===== src/rtl/lfb_pkg.sv =====
package lfb_pkg;
  localparam int RATE_W  = 2;
  localparam int LANES_W = 3;

  typedef logic [RATE_W-1:0]  rate_t;
  typedef logic [LANES_W-1:0] lanes_t;

  localparam rate_t RATE_BAD  = 2'b00;
  localparam rate_t RATE_LOW  = 2'b01;
  localparam rate_t RATE_MID  = 2'b10;
  localparam rate_t RATE_HIGH = 2'b11;

  typedef struct packed {
    rate_t  rate;
    lanes_t lanes;
  } link_cfg_t;

  typedef struct packed {
    link_cfg_t cfg;
    logic      ok;
  } step_res_t;

  function automatic lanes_t halve_lanes(input lanes_t n);
    return n >> 1;
  endfunction

  // One fallback step; ok clears on unknown rate or zero lanes.
  function automatic step_res_t fallback_step(input link_cfg_t cur,
                                              input rate_t max_rate,
                                              input lanes_t max_lanes);
    step_res_t r;
    r.cfg = cur;
    r.ok  = 1'b1;
    case (cur.rate)
      RATE_HIGH: begin
        if (cur.lanes == lanes_t'(1)) begin
          r.cfg.rate  = RATE_MID;
          r.cfg.lanes = max_lanes;
        end else begin
          r.cfg.lanes = halve_lanes(cur.lanes);
        end
      end
      RATE_MID: r.cfg.rate = RATE_LOW;
      RATE_LOW: begin
        if (max_rate > RATE_LOW) r.cfg.rate = RATE_MID;
        r.cfg.lanes = halve_lanes(cur.lanes);
      end
      default: r.ok = 1'b0;
    endcase
    if (r.cfg.lanes == '0) r.ok = 1'b0;
    return r;
  endfunction
endpackage


===== src/rtl/lfb_ctrl.sv =====
module lfb_ctrl (
  input  logic clk,
  input  logic rst_n,
  input  logic start,
  output logic accept,
  output logic busy,
  output logic done
);
  assign accept = start & ~busy;

  always_ff @(posedge clk or negedge rst_n) begin
    if (!rst_n) begin
      busy <= 1'b0;
      done <= 1'b0;
    end else begin
      busy <= accept;
      done <= busy;
    end
  end
endmodule


===== src/rtl/lfb_snapshot.sv =====
module lfb_snapshot
  import lfb_pkg::*;
(
  input  logic      clk,
  input  logic      rst_n,
  input  logic      accept,
  input  link_cfg_t cur_cfg,
  output link_cfg_t saved_cfg
);
  always_ff @(posedge clk or negedge rst_n) begin
    if (!rst_n)      saved_cfg <= '0;
    else if (accept) saved_cfg <= cur_cfg;
  end
endmodule


===== src/rtl/lfb_step.sv =====
module lfb_step
  import lfb_pkg::*;
(
  input  logic      clk,
  input  logic      rst_n,
  input  logic      accept,
  input  link_cfg_t cur_cfg,
  input  rate_t     max_rate,
  input  lanes_t    max_lanes,
  output step_res_t cand
);
  step_res_t next_res;
  assign next_res = fallback_step(cur_cfg, max_rate, max_lanes);

  always_ff @(posedge clk or negedge rst_n) begin
    if (!rst_n)      cand <= '0;
    else if (accept) cand <= next_res;
  end
endmodule


===== src/rtl/lfb_result.sv =====
module lfb_result
  import lfb_pkg::*;
(
  input  logic      clk,
  input  logic      rst_n,
  input  logic      commit,
  input  step_res_t cand,
  input  link_cfg_t saved_cfg,
  output link_cfg_t out_cfg,
  output logic      out_ok
);
  always_ff @(posedge clk or negedge rst_n) begin
    if (!rst_n) begin
      out_cfg <= '0;
      out_ok  <= 1'b0;
    end else if (commit) begin
      out_cfg <= cand.ok ? cand.cfg : saved_cfg;
      out_ok  <= cand.ok;
    end
  end
endmodule


===== src/rtl/link_fallback_unit.sv =====
module link_fallback_unit
  import lfb_pkg::*;
(
  input  logic               clk,
  input  logic               rst_n,
  input  logic               start,
  input  logic [RATE_W-1:0]  cur_rate,
  input  logic [LANES_W-1:0] cur_lanes,
  input  logic [RATE_W-1:0]  max_rate,
  input  logic [LANES_W-1:0] max_lanes,
  output logic [RATE_W-1:0]  new_rate,
  output logic [LANES_W-1:0] new_lanes,
  output logic               link_ok,
  output logic               done
);
  logic      accept;
  logic      busy;
  link_cfg_t cur_cfg;
  link_cfg_t saved_cfg;
  link_cfg_t out_cfg;
  step_res_t cand;

  // Named wires for the checker
  rate_t  saved_rate_w;
  lanes_t saved_lanes_w;

  assign cur_cfg.rate  = cur_rate;
  assign cur_cfg.lanes = cur_lanes;

  lfb_ctrl u_ctrl (
    .clk(clk), .rst_n(rst_n), .start(start),
    .accept(accept), .busy(busy), .done(done)
  );

  lfb_snapshot u_snap (
    .clk(clk), .rst_n(rst_n), .accept(accept),
    .cur_cfg(cur_cfg), .saved_cfg(saved_cfg)
  );

  lfb_step u_step (
    .clk(clk), .rst_n(rst_n), .accept(accept), .cur_cfg(cur_cfg),
    .max_rate(max_rate), .max_lanes(max_lanes), .cand(cand)
  );

  lfb_result u_res (
    .clk(clk), .rst_n(rst_n), .commit(busy), .cand(cand),
    .saved_cfg(saved_cfg), .out_cfg(out_cfg), .out_ok(link_ok)
  );

  assign new_rate      = out_cfg.rate;
  assign new_lanes     = out_cfg.lanes;
  assign saved_rate_w  = saved_cfg.rate;
  assign saved_lanes_w = saved_cfg.lanes;
endmodule


===== config.mk =====
export PLATFORM = sky130hd
export DESIGN_NAME = link_fallback_unit
export DESIGN_NICKNAME = d
export VERILOG_FILES = /design/src/rtl/lfb_pkg.sv /design/src/rtl/lfb_ctrl.sv /design/src/rtl/lfb_snapshot.sv /design/src/rtl/lfb_step.sv /design/src/rtl/lfb_result.sv /design/src/rtl/link_fallback_unit.sv
export SDC_FILE = /design/constraint.sdc
export NUM_CORES = 1
export LEC_CHECK = 0
export BUFFER_PORTS_ARGS = -buffer_cell sky130_fd_sc_hd__buf_4
export CORE_MARGIN = 10
export CORE_UTILIZATION = 37
export DETAILED_ROUTE_END_ITERATION = 7
export HOLD_SLACK_MARGIN = 0.08
export PLACE_DENSITY_LB_ADDON = 0.08
export SLEW_MARGIN = 20
export SYNTH_ARGS = -nofsm -noshare
export SYNTH_HDL_FRONTEND = slang
export SYNTH_HIERARCHICAL = 1
export SYNTH_SLANG_ARGS = --single-unit

===== constraint.sdc =====
create_clock -name clk -period 2.99 [get_ports clk]
set_input_delay 0.299 -clock clk [delete_from_list [all_inputs] [get_ports clk]]
set_output_delay 0.299 -clock clk [all_outputs]
set_load 0.01 [all_outputs]

==> results.sh, run 1 <==
export IMPL_path_clk_slew_ps=110
export IMPL_hp_class="in -> reg"
export IMPL_tightest_slew_ps=461
export IMPL_overflow=0
export IMPL_antenna_left=0
export IMPL_start_kind="register"
export IMPL_clk_latency_ps=290
export IMPL_setup_viol_count_final=0
export IMPL_dieArea_um2=4650
export IMPL_die_x_um=68.2
export IMPL_routed_wl_mm=1.69
export IMPL_start_util_pct=38.8
export IMPL_cts_sinks=19
export IMPL_cp_max_fo=16
export IMPL_via_per_inst=4.99
export IMPL_synth_top_area_share_pct=55.4
export IMPL_cts_root_buffer="clkbuf_4"
export IMPL_grt_max_degree=20
export IMPL_core_area_um2=2210
export IMPL_critPathArrivalTime_ps=1870
export IMPL_hold_path_startpoint="cur_lanes[2]"
export IMPL_critPathKind="reg -> reg"
export IMPL_syn_num_nets=84
export IMPL_reg2reg_to="u_step/cand[0]"
export IMPL_outcome="finished, final reports clean"
export IMPL_powerDensity_nw_per_um2=569
export IMPL_cts_buffer_depth=2
export IMPL_htreeDepth=1
export IMPL_yosysMostFrequentCell="dfrtp_1"
export IMPL_cts_resized=0
export IMPL_ir_drop_v=0.000305
export IMPL_drt_iter0_markers=8
export IMPL_die_h_um=68.2
export IMPL_place_gp_congestion=0.701
export IMPL_hold_path_depth=2
export IMPL_slew_headroom_pct=69.2
export IMPL_grt_pass1_vias=624
export IMPL_place_hpwl_mm=1.23
export IMPL_vias=589
export IMPL_hold_viol_final=0
export IMPL_multi_input_comb_area_um2=337
export IMPL_ys_flop_type="dfrtp_1"
export IMPL_r2r_start="u_ctrl/busy"
export IMPL_antennaDiodeCount=0
export IMPL_yosysSeqAreaShare_pct=55.4
export IMPL_netlist_top_cells_count="dfrtp_1, nor2_1, a21oi_1"
export IMPL_portBuffers=18
export IMPL_period_minus_slack_ps=1700
export IMPL_required_ps=3160
export IMPL_antenna_found_initial=0
export IMPL_end_kind="register"
export IMPL_numCtsBuffers=3
export IMPL_post_cts_setup_buffers=0
export IMPL_period_share_pct=56.8
export IMPL_yosysUniqueCellTypes=23
export IMPL_fin_hold_ws_ps=263
export IMPL_synth_warnings=6
export IMPL_drc=0
export IMPL_grt_pass1_wl_mm=2.85
export IMPL_rrSetupSlack_ps=1290
export IMPL_synth_avg_cell_area_um2=12.1
export IMPL_maxSlewViolCount=0
export IMPL_io_pins=20
export IMPL_drive_gt1_share_pct=36.7
export IMPL_layout_cells_non_filler=118
export IMPL_syn_area_um2=858
export IMPL_cts_tree="yes"
export IMPL_rsz0062_at_grt="false"
export IMPL_n_fill_cell=221
export IMPL_synth_edf_count=0
export IMPL_dp_cells=113
export IMPL_syn_to_final_growth_pct=20.1
export IMPL_synth_largest_area_cell="dfrtp_1"
export IMPL_synth_area_leaders="dfrtp_1, mux2_2, mux2i_1"
export IMPL_leakage_nw=0.474
export IMPL_wl_per_cell_um=14.4
export IMPL_fin_skew_ps=3.43
export IMPL_ff_latch_area_um2=475
export IMPL_grt_use_total_pct=8.19
export IMPL_fin_setup_tns_ps=0
export IMPL_max_cap_violations=0
export IMPL_fin_util_pct=46.6
export IMPL_min_to="u_snap/saved_cfg[2]"
export IMPL_ys_ff_latch=19
export IMPL_final_nets=104
export IMPL_synth_cells=71
export IMPL_r2r_cells=4
export IMPL_synthArstFlopShare_pct=100
export IMPL_fmax_mhz=588
export IMPL_dr_pass1_iters=3
export IMPL_row_count=17
critical path, cell delays in order (launching register included):
cell     delay, ps
dfrtp_1        560
nor2b_4        390
or3b_2         470
o21ai_0         80
a31oi_1         60
metal layers:
layer	wire (um)	global-route usage (%)
met1	738	9.58
met2	835	13.0
met3	108	2.61
met4	12	4.52
met5	0	0
metrics by stage:
stage | worst slack, ps | power, mW | instance area, um^2
2_1_floorplan | 1550 | 0.407 | 858
3_3_place_gp | 1310 | 0.463 | 993
3_5_place_dp | 1290 | 0.466 | 993
4_1_cts | 1270 | 0.600 | 1030
5_1_grt | 1170 | 0.625 | 1030
6_report | 1290 | 0.587 | 1030
placed cells by master, fill, tap and decap left out, drive strengths merged:
| master | instances |
|---|---|
| o211ai | 1 |
| a21oi | 7 |
| buf | 18 |
| inv | 3 |
| and4bb | 1 |
| a311oi | 1 |
| clkinv | 1 |
| mux2 | 7 |
| nand4b | 1 |
| dfrtp | 19 |
| or3b | 1 |
| mux2i | 5 |
| nor2b | 3 |
| a41oi | 1 |
| clkbuf | 3 |
| a31o | 1 |
| o21ai | 3 |
| nor2 | 10 |
| nand2 | 1 |
| a31oi | 1 |
| o2bb2ai | 1 |
| dlygate4sd3 | 1 |
where the power goes:
part | internal (mW) | switching [mW]
logic | 0.0733 | 0.0566
registers | 0.299 | 0.0292
clock network | 0.0498 | 0.0794
total | 0.422 | 0.165
registers in the layout, summed over array words and instances, names as in the netlist:
name              count
u_ctrl/done           1
u_step/cand           6
u_res/out_cfg         5
u_res/out_ok          1
u_ctrl/busy           1
u_snap/saved_cfg      5
kinds of logic (layout without fill, tap and decap cells):
family	after synthesis	in the layout	synth area share, %
AND/OR/NAND/NOR	17	17	11.4
multiplexers	12	12	15.5
flip-flops	19	19	55.4
AO/OA/AOI/OAI	16	16	12.4
buffers and inverters	7	26	5.39
cell type report:
class	instances	share of cell area [%]
inverters	3	1.09
flip-flops and latches	19	46.1
clock buffers	3	2.18
repair buffers	19	14.1
well taps	28	3.40
multi-input cells	45	32.6
clock inverters	1	0.485
timing repair:
action                                 in CTS  in global routing
hold buffers                                1                  0
endpoints found under the hold margin      19                  0
setup endpoints to repair                   0                  0
worst max path at each step:
stage	slack, ps	cells past startpoint	startpoint	to
after floorplan	1550	5	u_ctrl/busy	u_step/cand[0]
after global placement	1310	4	u_ctrl/busy	u_step/cand[0]
after detailed placement	1290	4	u_ctrl/busy	u_step/cand[0]
after CTS	1270	4	u_ctrl/busy	u_step/cand[0]
after global routing	1170	4	u_ctrl/busy	u_step/cand[0]
final	1290	4	u_ctrl/busy	u_step/cand[0]
Power figures use the tool's default switching activity.
==> run 2, diff against run 1 <==
Settings changed: ABC_AREA from default to 1.
Clock period 2.99 ns to 1.4 ns, I/O delays scaled along.
==> results.sh, run 2 <==
export IMPL_outcome="finished, final reports clean"
export IMPL_post_route_cell_area_um2=1150
export IMPL_ys_ff_latch=19
export IMPL_max_cap_violations=0
export IMPL_yosysUniqueCellTypes=13
export IMPL_critPathArrivalTime_ps=1420
export IMPL_hp_class="in -> reg"
export IMPL_crit_top_cell="nand2_1"
export IMPL_r2r_cells=5
export IMPL_layout_commonest_cell="nand2_1"
export IMPL_grt_max_degree=20
export IMPL_yosysSeqAreaShare_pct=53.4
export IMPL_numCtsBuffers=3
export IMPL_wl_met1_um=902
export IMPL_tightest_slew_ps=255
export IMPL_row_count=17
export IMPL_powerDensity_nw_per_um2=1110
export IMPL_synth_edf_count=0
export IMPL_netlist_top_cells_count="nand2_1, dfrtp_1, inv_1"
export IMPL_critical_path_slowest_cell="dlygate4sd3_1"
export IMPL_hold_viol_final=0
export IMPL_path_buf_inv=3
export IMPL_reg2reg_to="u_snap/saved_cfg[4]"
export IMPL_multi_input_comb_area_um2=335
export IMPL_drt_iter0_markers=23
export IMPL_io_pins=20
export IMPL_p_sw_share_pct=30.1
export IMPL_synth_top_area_share_pct=53.4
export IMPL_dp_cells=167
export IMPL_fin_skew_ps=9.81
export IMPL_layout_cells_non_filler=176
export IMPL_overflow=0
export IMPL_synth_avg_cell_area_um2=7.48
export IMPL_synth_area_leaders="dfrtp_1, nand2_1, inv_1"
export IMPL_vias=774
export IMPL_n_fill_cell=242
export IMPL_cts_root_buffer="clkbuf_4"
export IMPL_combPwrFrac_pct=25.0
export IMPL_final_nets=162
export IMPL_fin_setup_tns_ps=0
export IMPL_setup_viol_count_final=0
export IMPL_worstSetupPathDepth=10
export IMPL_final_cell_mix="nand2_1, buf_4, inv_1, dfrtp_1"
export IMPL_clock_power_share_pct=21.2
export IMPL_dieArea_um2=4770
export IMPL_clk_latency_ps=300
export IMPL_slew_headroom_pct=83.0
export IMPL_p_total_mw=1.28
export IMPL_htreeDepth=1
export IMPL_drive_gt1_share_pct=19.6
export IMPL_wl_per_cell_um=10.7
export IMPL_dr_pass1_iters=4
export IMPL_crit_chain="dlygate4sd3_1, buf_4, inv_1, nand2_1, o21ai_2, nand2_1, nor2_1, nand2_1, nand2_1, nand2_1"
export IMPL_portBuffers=18
export IMPL_via_per_inst=4.40
export IMPL_cts_sinks=19
export IMPL_place_gp_congestion=0.714
export IMPL_fmax_mhz=816
export IMPL_critPathKind="in -> reg"
export IMPL_rsz0062_at_grt="false"
export IMPL_path_delay_family="buffers and inverters"
export IMPL_cts_buffer_depth=2
export IMPL_largest_reg_flops=6
export IMPL_syn_num_nets=132
export IMPL_leakage_nw=0.661
export IMPL_synthArstFlopShare_pct=100
export IMPL_path_clk_slew_ps=110
export IMPL_endpoint="u_step/cand[0]"
export IMPL_cts_tree="yes"
export IMPL_place_hpwl_mm=1.47
export IMPL_cp_max_fo=6
export IMPL_routed_wl_mm=1.88
export IMPL_routed_wl_met3_um=87
export IMPL_grt_use_total_pct=8.52
export IMPL_die_x_um=69.0
export IMPL_die_h_um=69.0
export IMPL_cpPeakStageDelay_ps=530
export IMPL_synth_cells=119
export IMPL_core_area_um2=2250
export IMPL_synth_warnings=6
export IMPL_antenna_found_initial=0
export IMPL_ir_drop_v=0.000506
export IMPL_antenna_left=0
export IMPL_p_sw_mw=0.385
export IMPL_yosysMostFrequentCell="nand2_1"
export IMPL_ff_latch_area_um2=475
export IMPL_routed_top_layer="met4"
export IMPL_r2r_start="u_ctrl/busy"
export IMPL_maxSlewViolCount=0
export IMPL_antennaDiodeCount=0
export IMPL_reg_largest_list="u_step/cand x6, u_res/out_cfg x5, u_snap/saved_cfg x5"
export IMPL_period_minus_slack_ps=1230
export IMPL_drc=0
export IMPL_rrSetupSlack_ps=240
export IMPL_place_area_um2=1070
export IMPL_start_util_pct=39.5
export IMPL_grt_pass1_wl_mm=3.41
export IMPL_met2_length_um=853
export IMPL_p_int_mw=0.893
export IMPL_fin_hold_ws_ps=90.4
export IMPL_synth_largest_area_cell="dfrtp_1"
export IMPL_largest_register="u_step/cand"
export IMPL_ys_flop_type="dfrtp_1"
export IMPL_sequentialPowerShare_pct=53.8
export IMPL_start_kind="primary input"
export IMPL_end_kind="register"
export IMPL_grt_pass1_vias=773
export IMPL_syn_to_final_growth_pct=29.5
export IMPL_period_share_pct=87.5
export IMPL_required_ps=1590
export IMPL_startpoint="cur_rate[0]"
export IMPL_syn_area_um2=890
## run 2: cell count changes in the layout (fill, tap and decap cells not counted), sizes merged, moves of 5 or more
cell,before,now
nand2,1,56
inv,3,21
a21oi,7,0
mux2,7,0
nand3,0,6
mux2i,5,0
## run 2: cell type report
| class | count | share of cell area (%) |
|---|---|---|
| flip-flops and latches | 19 | 41.3 |
| multi-input cells | 79 | 29.1 |
| repair buffers | 25 | 17.4 |
| inverters | 21 | 6.84 |
| well taps | 28 | 3.04 |
| clock buffers | 3 | 1.95 |
| clock inverters | 1 | 0.434 |
## run 2: metrics by stage
step	utilization, %	setup slack [ps]
floorplan	-	127
detailed placement	47.7	247
CTS	51.1	189
finish	51.1	174
global placement	47.7	283
global route	51.1	75.9
## run 2: per-layer routing
metal  vias to the layer above  GRT usage (%)
met5                         -              0
met4                         0           6.65
met3                         2           2.57
met2                        18           13.1
met1                       336           9.52
li1                        418              -
## run 2: worst register-to-register path, stage by stage (launching register included)
cell and delay [ps]:
dfrtp_1 410, nor2_2 250, buf_4 230, inv_2 70, nand2_1 60, nand2_1 40
## run 2: cell families (layout without fill, tap and decap cells)
family | after synthesis | count (layout) | share of synthesized area, %
flip-flops | 19 | 19 | 53.4
AND/OR/NAND/NOR | 70 | 70 | 31.5
AO/OA/AOI/OAI | 9 | 9 | 6.19
buffers and inverters | 21 | 50 | 8.86
## run 2: repair_timing
| action | in CTS | in global routing |
|---|---|---|
| gates resized for setup | 0 | 0 |
| hold buffers | 5 | 0 |
| setup buffers | 0 | 0 |
| endpoints found under the hold margin | 23 | 0 |
| endpoints found under the setup margin | 0 | 0 |
## run 2: worst min-delay path by stage
stage	end	start	cells after the start
final	u_snap/saved_cfg[2]	cur_lanes[2]	3
after global routing	u_snap/saved_cfg[2]	cur_lanes[2]	3
after CTS	u_snap/saved_cfg[2]	cur_lanes[2]	3
after detailed placement	u_ctrl/done	rst_n	1
after global placement	u_ctrl/done	rst_n	1
after floorplan	u_ctrl/busy	rst_n	0
## run 2: power groups by stage
| stage | clock network (mW) | logic [mW] | registers, mW |
|---|---|---|---|
| global route | 0.311 | 0.371 | 0.699 |
| detailed placement | 0 | 0.315 | 0.700 |
| CTS | 0.282 | 0.327 | 0.690 |
| global placement | 0 | 0.311 | 0.697 |
| floorplan | 0 | 0.147 | 0.713 |
| finish | 0.271 | 0.320 | 0.688 |
==> run 3, diff against run 2 <==
Settings changed: CELL_PAD_IN_SITES_DETAIL_PLACEMENT from default to 1, CELL_PAD_IN_SITES_GLOBAL_PLACEMENT from default to 1, CORE_UTILIZATION 37 to 33, CTS_CLUSTER_SIZE from default to 10.
==> results.sh, run 3 (synthesized netlist as in run 2, its figures left out) <==
export IMPL_ir_drop_v=0.000550
export IMPL_place_gp_congestion=0.684
export IMPL_overflow=0
export IMPL_start_kind="primary input"
export IMPL_period_minus_slack_ps=1240
export IMPL_clk_latency_ps=310
export IMPL_start_util_pct=35.3
export IMPL_slew_headroom_pct=83.0
export IMPL_outcome="finished, final reports clean"
export IMPL_largest_reg_flops=6
export IMPL_vias=798
export IMPL_via_per_inst=4.48
export IMPL_place_hpwl_mm=1.63
export IMPL_required_ps=1650
export IMPL_grt_pass1_vias=906
export IMPL_post_cts_setup_buffers=0
export IMPL_wl_met1_um=946
export IMPL_htreeDepth=1
export IMPL_cpPeakStageDelay_ps=530
export IMPL_largest_register="u_step/cand"
export IMPL_reg_largest_list="u_step/cand x6, u_res/out_cfg x5, u_snap/saved_cfg x5"
export IMPL_row_count=18
export IMPL_grt_use_total_pct=8.76
export IMPL_numCtsBuffers=3
export IMPL_drc=0
export IMPL_antennaDiodeCount=0
export IMPL_crit_chain="dlygate4sd3_1, buf_4, inv_1, nand2_1, nor2_4, nand3_1, nand2_1, inv_1, nand2_1, nand2_1, nand2_1"
export IMPL_critPathArrivalTime_ps=1490
export IMPL_path_delay_family="buffers and inverters"
export IMPL_path_buf_inv=4
export IMPL_fin_util_pct=45.8
export IMPL_cp_max_fo=4
export IMPL_routed_wl_met3_um=121
export IMPL_cts_buffer_depth=2
export IMPL_final_cell_mix="nand2_1, buf_4, inv_1, dfrtp_1"
export IMPL_drive_gt1_share_pct=19.6
export IMPL_cts_root_buffer="clkbuf_4"
export IMPL_antenna_left=0
export IMPL_dp_cells=169
export IMPL_final_nets=162
export IMPL_critPathKind="in -> reg"
export IMPL_fin_setup_tns_ps=0
export IMPL_cts_sinks=19
export IMPL_grt_max_degree=20
export IMPL_setup_viol_count_final=0
export IMPL_hp_class="in -> reg"
export IMPL_dr_pass1_iters=3
export IMPL_tightest_slew_ps=255
export IMPL_routed_wl_mm=2.10
export IMPL_rsz0062_at_grt="false"
export IMPL_n_fill_cell=337
export IMPL_grt_pass1_wl_mm=3.69
export IMPL_dieArea_um2=5170
export IMPL_crit_top_cell="nand2_1"
export IMPL_period_share_pct=88.9
export IMPL_antenna_found_initial=0
export IMPL_syn_to_final_growth_pct=29.8
export IMPL_maxSlewViolCount=0
export IMPL_drt_iter0_markers=23
export IMPL_io_pins=20
export IMPL_core_area_um2=2520
export IMPL_fmax_mhz=803
export IMPL_die_x_um=71.9
export IMPL_critical_path_slowest_cell="dlygate4sd3_1"
export IMPL_end_kind="register"
export IMPL_portBuffers=18
export IMPL_powerDensity_nw_per_um2=1120
export IMPL_die_h_um=71.9
export IMPL_fin_skew_ps=0.964
export IMPL_layout_cells_non_filler=178
export IMPL_path_clk_slew_ps=110
export IMPL_cts_tree="yes"
export IMPL_layout_commonest_cell="nand2_1"
export IMPL_wl_per_cell_um=11.8
export IMPL_routed_top_layer="met4"
export IMPL_leakage_nw=0.661
export IMPL_met2_length_um=966
export IMPL_max_cap_violations=0
export IMPL_hold_viol_final=0
[run 3: cell counts in the layout (fill, tap and decap cells not counted)]
No cell type changed its count.
[run 3: worst paths after layout]
check | startpoint | to | slack [ps] | cells after the start
max | cur_lanes[1] | u_step/cand[0] | 160 | 11
min | cur_rate[0] | u_snap/saved_cfg[3] | 90 | 3
max reg2reg | u_ctrl/busy | u_snap/saved_cfg[1] | 270 | 5
min reg2reg | u_snap/saved_cfg[2] | u_snap/saved_cfg[2] | 490 | 2
max in group asynchronous | rst_n | u_step/cand[2] | 970 | 2
min in group asynchronous | rst_n | u_res/out_ok | 230 | 2
[run 3: worst register-to-register path: stages (launching register included)]
cell	delay, ps
dfrtp_1	400
nor2_2	220
buf_4	210
inv_2	70
nand2_1	70
nand2_1	50
[run 3: routing by layer]
metal | global-route usage (%) | up-vias
met1 | 9.25 | 357
met4 | 6.45 | 0
met3 | 1.77 | 5
met5 | 0 | -
li1 | - | 415
met2 | 15.1 | 21
[run 3: layout make-up]
type | instances | area [um^2] | share of cell area, %
clock inverter | 1 | 5.00 | 0.433
tap | 30 | 37.5 | 3.25
clock buffer | 3 | 22.5 | 1.95
multi-input combinational | 79 | 335 | 29.0
inverter | 21 | 78.8 | 6.83
sequential | 19 | 475 | 41.2
timing repair buffer | 25 | 200 | 17.3
[run 3: report_power, final]
| group | internal (mW) | total (mW) | switching [mW] |
|---|---|---|---|
| clock | 0.107 | 0.283 | 0.176 |
| sequential | 0.635 | 0.690 | 0.0544 |
| combinational | 0.151 | 0.325 | 0.173 |
| total | 0.894 | 1.30 | 0.404 |
[run 3: metrics by stage]
step                instance area (um^2)  power (mW)  setup slack [ps]  hold slack (ps)
global placement                    1080        1.01               320             25.2
floorplan                            890       0.860               127             -156
global route                        1150        1.40              36.8              105
CTS                                 1150        1.33               146             83.9
detailed placement                  1080        1.02               269             28.0
finish                              1150        1.30               155             89.2
[run 3: timing repair]
item                                   CTS  global route
resized for setup                        0             0
endpoints found under the hold margin   23             0
hold buffers                             5             0
